<file path="config.mk">
export PLATFORM = sky130hd
export DESIGN_NAME = nibble_alu
export DESIGN_NICKNAME = d
export VERILOG_FILES = /design/src/rtl/nsa_pkg.sv /design/src/rtl/nsa_nibble_adder.sv /design/src/rtl/nsa_flag_unit.sv /design/src/rtl/nibble_alu.sv
export SDC_FILE = /design/constraint.sdc
export NUM_CORES = 1
export LEC_CHECK = 0
export ABC_AREA = 1
export BUFFER_PORTS_ARGS = -buffer_cell sky130_fd_sc_hd__buf_2
export CORE_ASPECT_RATIO = 0.8
export CORE_MARGIN = 4
export CORE_UTILIZATION = 30
export DETAILED_ROUTE_END_ITERATION = 8
export PLACE_DENSITY_LB_ADDON = 0.3
export SETUP_SLACK_MARGIN = 0.1
export SYNTH_ARGS = -nofsm -noshare
export SYNTH_HDL_FRONTEND = slang
export SYNTH_SLANG_ARGS = --single-unit
export TNS_END_PERCENT = 30
</file>
<file path="constraint.sdc">
create_clock -name clk -period 4.58 [get_ports clk]
set_input_delay 0.458 -clock clk [delete_from_list [all_inputs] [get_ports clk]]
set_output_delay 0.458 -clock clk [all_outputs]
set_load 0.05 [all_outputs]
</file>
<file path="src/rtl/nsa_pkg.sv">
package nsa_pkg;

    localparam int FLAG_W = 8;

    // flag byte bit positions
    localparam int FB_C  = 0;
    localparam int FB_N  = 1;
    localparam int FB_PV = 2;
    localparam int FB_H  = 4;
    localparam int FB_Z  = 6;
    localparam int FB_S  = 7;

    localparam logic [FLAG_W-1:0] FLAG_MASK = 8'hD7;

    typedef enum logic [2:0] {
        OP_ADD  = 3'd0,
        OP_ADC  = 3'd1,
        OP_SUB  = 3'd2,
        OP_SBC  = 3'd3,
        OP_DISP = 3'd4
    } op_e;

    typedef enum logic [1:0] {
        ST_IDLE = 2'd0,
        ST_LO   = 2'd1,
        ST_HI   = 2'd2,
        ST_DONE = 2'd3
    } state_e;

endpackage

</file>
<file path="src/rtl/nsa_nibble_adder.sv">
module nsa_nibble_adder #(
    parameter int NW = 4
) (
    input  logic [NW-1:0] a_i,
    input  logic [NW-1:0] b_i,
    input  logic          cin_i,
    output logic [NW-1:0] sum_o,
    output logic          cout_o
);
    logic [NW:0] full;

    always_comb begin
        full   = {1'b0, a_i} + {1'b0, b_i} + {{NW{1'b0}}, cin_i};
        sum_o  = full[NW-1:0];
        cout_o = full[NW];
    end
endmodule

</file>
<file path="src/rtl/nsa_flag_unit.sv">
module nsa_flag_unit
    import nsa_pkg::*;
#(
    parameter int DW = 8
) (
    input  logic [DW-1:0]     res_i,
    input  logic              c_mid_i,   // adder carry out of the low pass
    input  logic              c_top_i,   // adder carry out of the high pass
    input  logic              is_sub_i,
    input  logic              keep_c_i,
    input  logic              old_c_i,
    input  logic              a_msb_i,
    input  logic              b_msb_i,   // msb of the operand the adder saw
    output logic [FLAG_W-1:0] flags_o
);
    always_comb begin
        flags_o        = '0;
        flags_o[FB_S]  = res_i[DW-1];
        flags_o[FB_Z]  = (res_i == '0);
        flags_o[FB_H]  = is_sub_i ? ~c_mid_i : c_mid_i;
        flags_o[FB_PV] = (a_msb_i == b_msb_i) && (res_i[DW-1] != a_msb_i);
        flags_o[FB_N]  = is_sub_i;
        flags_o[FB_C]  = keep_c_i ? old_c_i : (is_sub_i ? ~c_top_i : c_top_i);
    end
endmodule

</file>
<file path="src/rtl/nibble_alu.sv">
module nibble_alu
    import nsa_pkg::*;
#(
    parameter int DW = 8
) (
    input  logic              clk,
    input  logic              rst_n,
    input  logic              start_i,
    input  logic [2:0]        op_i,
    input  logic [DW-1:0]     opa_i,
    input  logic [DW-1:0]     opb_i,
    input  logic              flag_we_i,
    input  logic [FLAG_W-1:0] flag_wdata_i,
    output logic [DW-1:0]     result_o,
    output logic [FLAG_W-1:0] flags_o,
    output logic              busy_o,
    output logic              done_o
);
    localparam int NW = DW / 2;

    typedef struct packed {
        state_e            state;
        logic [DW-1:0]     opa;
        logic [DW-1:0]     opb;     // already inverted for subtraction
        logic              cin;
        logic              is_sub;
        logic              keep_c;
        logic [NW-1:0]     lo_sum;
        logic              hc;      // raw adder carry out of the low pass
        logic [DW-1:0]     result;
        logic [FLAG_W-1:0] flags;
    } st_t;

    st_t st_q, st_d;

    logic [NW-1:0]     add_a, add_b, add_sum;
    logic              add_cin, add_cout;
    logic [FLAG_W-1:0] new_flags;

    // single nibble adder shared by both passes
    always_comb begin
        if (st_q.state == ST_HI) begin
            add_a   = st_q.opa[DW-1:NW];
            add_b   = st_q.opb[DW-1:NW];
            add_cin = st_q.hc;
        end else begin
            add_a   = st_q.opa[NW-1:0];
            add_b   = st_q.opb[NW-1:0];
            add_cin = st_q.cin;
        end
    end

    nsa_nibble_adder #(.NW(NW)) u_adder (
        .a_i    (add_a),
        .b_i    (add_b),
        .cin_i  (add_cin),
        .sum_o  (add_sum),
        .cout_o (add_cout)
    );

    nsa_flag_unit #(.DW(DW)) u_flags (
        .res_i    ({add_sum, st_q.lo_sum}),
        .c_mid_i  (st_q.hc),
        .c_top_i  (add_cout),
        .is_sub_i (st_q.is_sub),
        .keep_c_i (st_q.keep_c),
        .old_c_i  (st_q.flags[FB_C]),
        .a_msb_i  (st_q.opa[DW-1]),
        .b_msb_i  (st_q.opb[DW-1]),
        .flags_o  (new_flags)
    );

    always_comb begin
        st_d = st_q;
        unique case (st_q.state)
            ST_IDLE: begin
                if (flag_we_i) begin
                    st_d.flags = flag_wdata_i & FLAG_MASK;
                end
                if (start_i) begin
                    st_d.state  = ST_LO;
                    st_d.opa    = opa_i;
                    st_d.is_sub = (op_i == OP_SUB) || (op_i == OP_SBC);
                    st_d.keep_c = (op_i == OP_DISP);
                    st_d.opb    = st_d.is_sub ? ~opb_i : opb_i;
                    case (op_i)
                        OP_ADC:  st_d.cin = st_q.flags[FB_C];
                        OP_SUB:  st_d.cin = 1'b1;
                        OP_SBC:  st_d.cin = ~st_q.flags[FB_C];
                        default: st_d.cin = 1'b0;
                    endcase
                end
            end
            ST_LO: begin
                st_d.lo_sum = add_sum;
                st_d.hc     = add_cout;
                st_d.state  = ST_HI;
            end
            ST_HI: begin
                st_d.result = {add_sum, st_q.lo_sum};
                st_d.flags  = new_flags;
                st_d.state  = ST_DONE;
            end
            ST_DONE: begin
                st_d.state = ST_IDLE;
            end
            default: st_d.state = ST_IDLE;
        endcase
    end

    always_ff @(posedge clk or negedge rst_n) begin
        if (!rst_n) begin
            st_q <= '0;
        end else begin
            st_q <= st_d;
        end
    end

    assign result_o = st_q.result;
    assign flags_o  = st_q.flags;
    assign busy_o   = (st_q.state != ST_IDLE);
    assign done_o   = (st_q.state == ST_DONE);

    // done follows an accepted start after three edges
    a_r1_done_latency: assert property (@(posedge clk) disable iff (!rst_n)
        (start_i && !busy_o) |-> ##3 done_o);

    // done is a single-cycle pulse
    a_r9_done_single: assert property (@(posedge clk) disable iff (!rst_n)
        done_o |=> !done_o);

    // displacement add keeps the carry bit
    a_r7_keep_carry: assert property (@(posedge clk) disable iff (!rst_n)
        (st_q.state == ST_HI && st_q.keep_c) |=> flags_o[FB_C] == $past(flags_o[FB_C]));

    // subtract bit reflects the operation type at completion
    a_r5_sub_flag: assert property (@(posedge clk) disable iff (!rst_n)
        done_o |-> flags_o[FB_N] == st_q.is_sub);

    // zero bit agrees with the result
    a_r6_zero_flag: assert property (@(posedge clk) disable iff (!rst_n)
        done_o |-> flags_o[FB_Z] == (result_o == '0));

    // idle flag load is visible on the next cycle
    a_r8_flag_load: assert property (@(posedge clk) disable iff (!rst_n)
        (flag_we_i && !busy_o) |=> flags_o == ($past(flag_wdata_i) & FLAG_MASK));

    // unused bits never set
    a_r8_zero_bits: assert property (@(posedge clk) disable iff (!rst_n)
        !flags_o[5] && !flags_o[3]);

endmodule

</file>
==> metrics.md <==
| Metric | Value |
|---|---|
| Initial DRC Count | `101` |
| Status | `completed` |
| DRC violations left | `0` |
| Largest net degree at the start of global routing | `41` |
| Critical path class | `reg2reg` |
| Die ar. | `0.00866 mm^2` |
| Worst EP required | `4760 ps` |
| Num CTS Buffers | `5` |
| Setup Fix Bufs, Post-CTS | `0` |
| Synthesis-stage register bit count | `40` |
| # hold bufs at CTS | `0` |
| Fin crit share | `60.4%` |
| Post-layout net count | `334` |
| Ratio of cells with drive above 1 in the final layout | `22.7%` |
| Multi-input logic area | `956 um^2` |
| Leading cell type in the layout, fill and taps excluded | `nand2_1` |
| Register area share after synthesis | `46.1%` |
| Vias per std cell | `4.41` |
| Synth-to-Final Area Change | `12.6%` |
| Mapped cell area | `0.00217 mm^2` |
| Via count of the first global-routing pass | `1693` |
| Core Area | `0.00696 mm^2` |
| Cell depth of the worst flop-to-flop path | `12` |
| # clock sinks | `40` |
| Final WL | `4600 um` |
| Worst hold margin | `288 ps` |
| # diodes | `0` |
| H-tree levels | `2` |
| Avg Inst Size Synth | `8.19 um^2` |
| Final ANT Viol Nets | `0` |
| Gpl congestion | `0.751` |
| Top Ports | `49` |
| Syn Inst Count | `265` |
| Worst Setup SP | `st_q[40]` |
| Final instance area | `0.00244 mm^2` |
| Synth Warn # | `0` |
| Max-cap violations | `0` |
| IR Drop Worst-Case VDD | `186 uV` |
| Distinct cells, synth | `28` |
| Drt first pass iters | `4` |
| Setup repair after global routing missed its margin | `false` |
| Lkg Pwr | `1.28 nW` |
| Most frequent cells in the layout | `nand2_1, buf_2, dfrtp_1, nor2_1, o21ai_1` |
| Die H | `84.1 um` |
| Clock Latency Late Sink | `290 ps` |
| HPWL after detailed placement | `3390 um` |
| Final instance count without filler cells | `382` |
| Chip width | `103 um` |
| Worst-Margin Slew | `905 ps` |
| Drt wl/cell | `12.0 um` |
| Rows | `27` |
| CP arrival | `2940 ps` |
| Max frequency | `362 MHz` |
| Hold Path Class | `in2async` |
| IO Port Bufs | `44` |
| Overall Global Routing Usage | `11.6%` |
| Final setup violating endpoints | `0` |
| Post_cts resized | `0` |
| Initial antenna violation count | `0` |
| CP max FO | `22` |
| Maximum clock insertion buffer count | `2` |
| Min Clock Period, post-route | `2770 ps` |
| R2R Path Start | `st_q[40]` |
| Fillers | `748` |
| CTS tree | `built` |
| Clock root cell | `clkbuf_8` |
| DP Area | `0.00235 mm^2` |
| Startpoint Class | `register` |
| Dpl cells | `374` |
| Clk slew on worst S/H paths | `80 ps` |
| Critical Path Sink Type | `register` |
| Final Hold Viols | `0` |
| Overflow after GRT | `0` |
| Sequential Area | `0.00100 mm^2` |
| Slew margin rel. | `39.7%` |
| First-pass GRT wire length | `7970 um` |
| Final Max Tran Viols | `0` |
| Worst Skew | `6.52 ps` |
| Via Count | `1684` |
| Power Dens Cells | `844 mW/mm^2` |
| Post-layout util | `35.1%` |
| Starting Density | `31.2%` |
| Setup TNS | `0 ps` |
## flip-flops by register name, summed over array words and instances, names as in the netlist
register  flops
flags_o       6
st_q         26
result_o      8
## synth_stat cells
library cell	count	share of area, %
nand2_2	2	0.58
or2_1	1	0.29
buf_4	17	5.9
o21ai_2	1	0.40
inv_2	5	0.87
ha_1	7	4.0
nor2_2	1	0.29
nor3_1	1	0.23
buf_2	5	1.2
xor2_1	2	0.81
clkbuf_1	2	0.35
nor2_8	1	0.92
fa_1	2	1.8
a31oi_1	1	0.29
conb_1	1	0.17
xnor2_1	8	3.2
o21ai_0	5	1.2
nor2_1	17	2.9
mux2_2	1	0.52
nand3_2	2	0.92
inv_1	10	1.7
nand2_1	101	17
o211ai_1	2	0.69
a21oi_2	1	0.40
a21oi_1	7	1.6
dfrtp_1	40	46
o21ai_1	14	3.2
nand3_1	8	1.8
## per-layer routing
layer,routed length (um),up-vias,GRT usage (%)
met5,0,-,0
met4,56,0,3.18
met3,272,8,3.09
met2,1930,38,17.4
met1,2350,765,16.5
li1,-,873,-
## final cells by class
| cell class | count | share of cell area, % |
|---|---|---|
| inverter | 15 | 2.31 |
| clock buffer | 6 | 3.38 |
| sequential | 40 | 41.0 |
| multi-input combinational | 187 | 39.1 |
| clock inverter | 2 | 0.410 |
| tap | 87 | 4.46 |
| timing repair buffer | 45 | 9.32 |
## logic make-up (layout without fill, tap and decap cells)
| group | Yosys count | in the layout | share of synthesized area, % |
|---|---|---|---|
| and+or+nand+nor | 134 | 134 | 25.5 |
| AOI/OAI and AO/OA | 31 | 31 | 7.79 |
| adders and majority gates | 9 | 9 | 5.88 |
| xor gates and xnor gates | 10 | 10 | 4.04 |
| buffers and inverters | 39 | 68 | 9.98 |
| DFF | 40 | 40 | 46.1 |
| muxes | 1 | 1 | 0.519 |
| other | 1 | 2 | 0.173 |
## stage by stage
stage / power, mW / setup slack, ps
final: 2.06 / 1810
after global routing: 2.27 / 1570
after CTS: 2.09 / 1780
after detailed placement: 1.84 / 1820
after global placement: 1.81 / 1820
after floorplan: 1.65 / 1980
## final timing paths
check                      slack, ps          end
max in group asynchronous       3720  result_o[4]
min reg2reg                      470  result_o[4]
max reg2reg                     1810   flags_o[0]
min in group clk                 350     st_q[38]
min                              290   flags_o[1]
max                             1810   flags_o[0]
## where the power goes
part	internal, mW	total, mW	switching (mW)
sequential	0.527	0.625	0.0980
clock	0.120	0.245	0.124
combinational	0.365	1.19	0.826
total	1.01	2.06	1.05
## worst max-delay path, stage by stage (launching register included)
cell and delay, ps:
dfrtp_1 410, inv_1 110, ha_1 190, buf_4 260
o21ai_0 170, fa_1 460, fa_1 430, nand2_1 80
nand2_1 50, a21oi_1 230, nand2_1 80, o211ai_1 100
nand2_1 80
No activity file was read; power rests on OpenSTA's default activity.
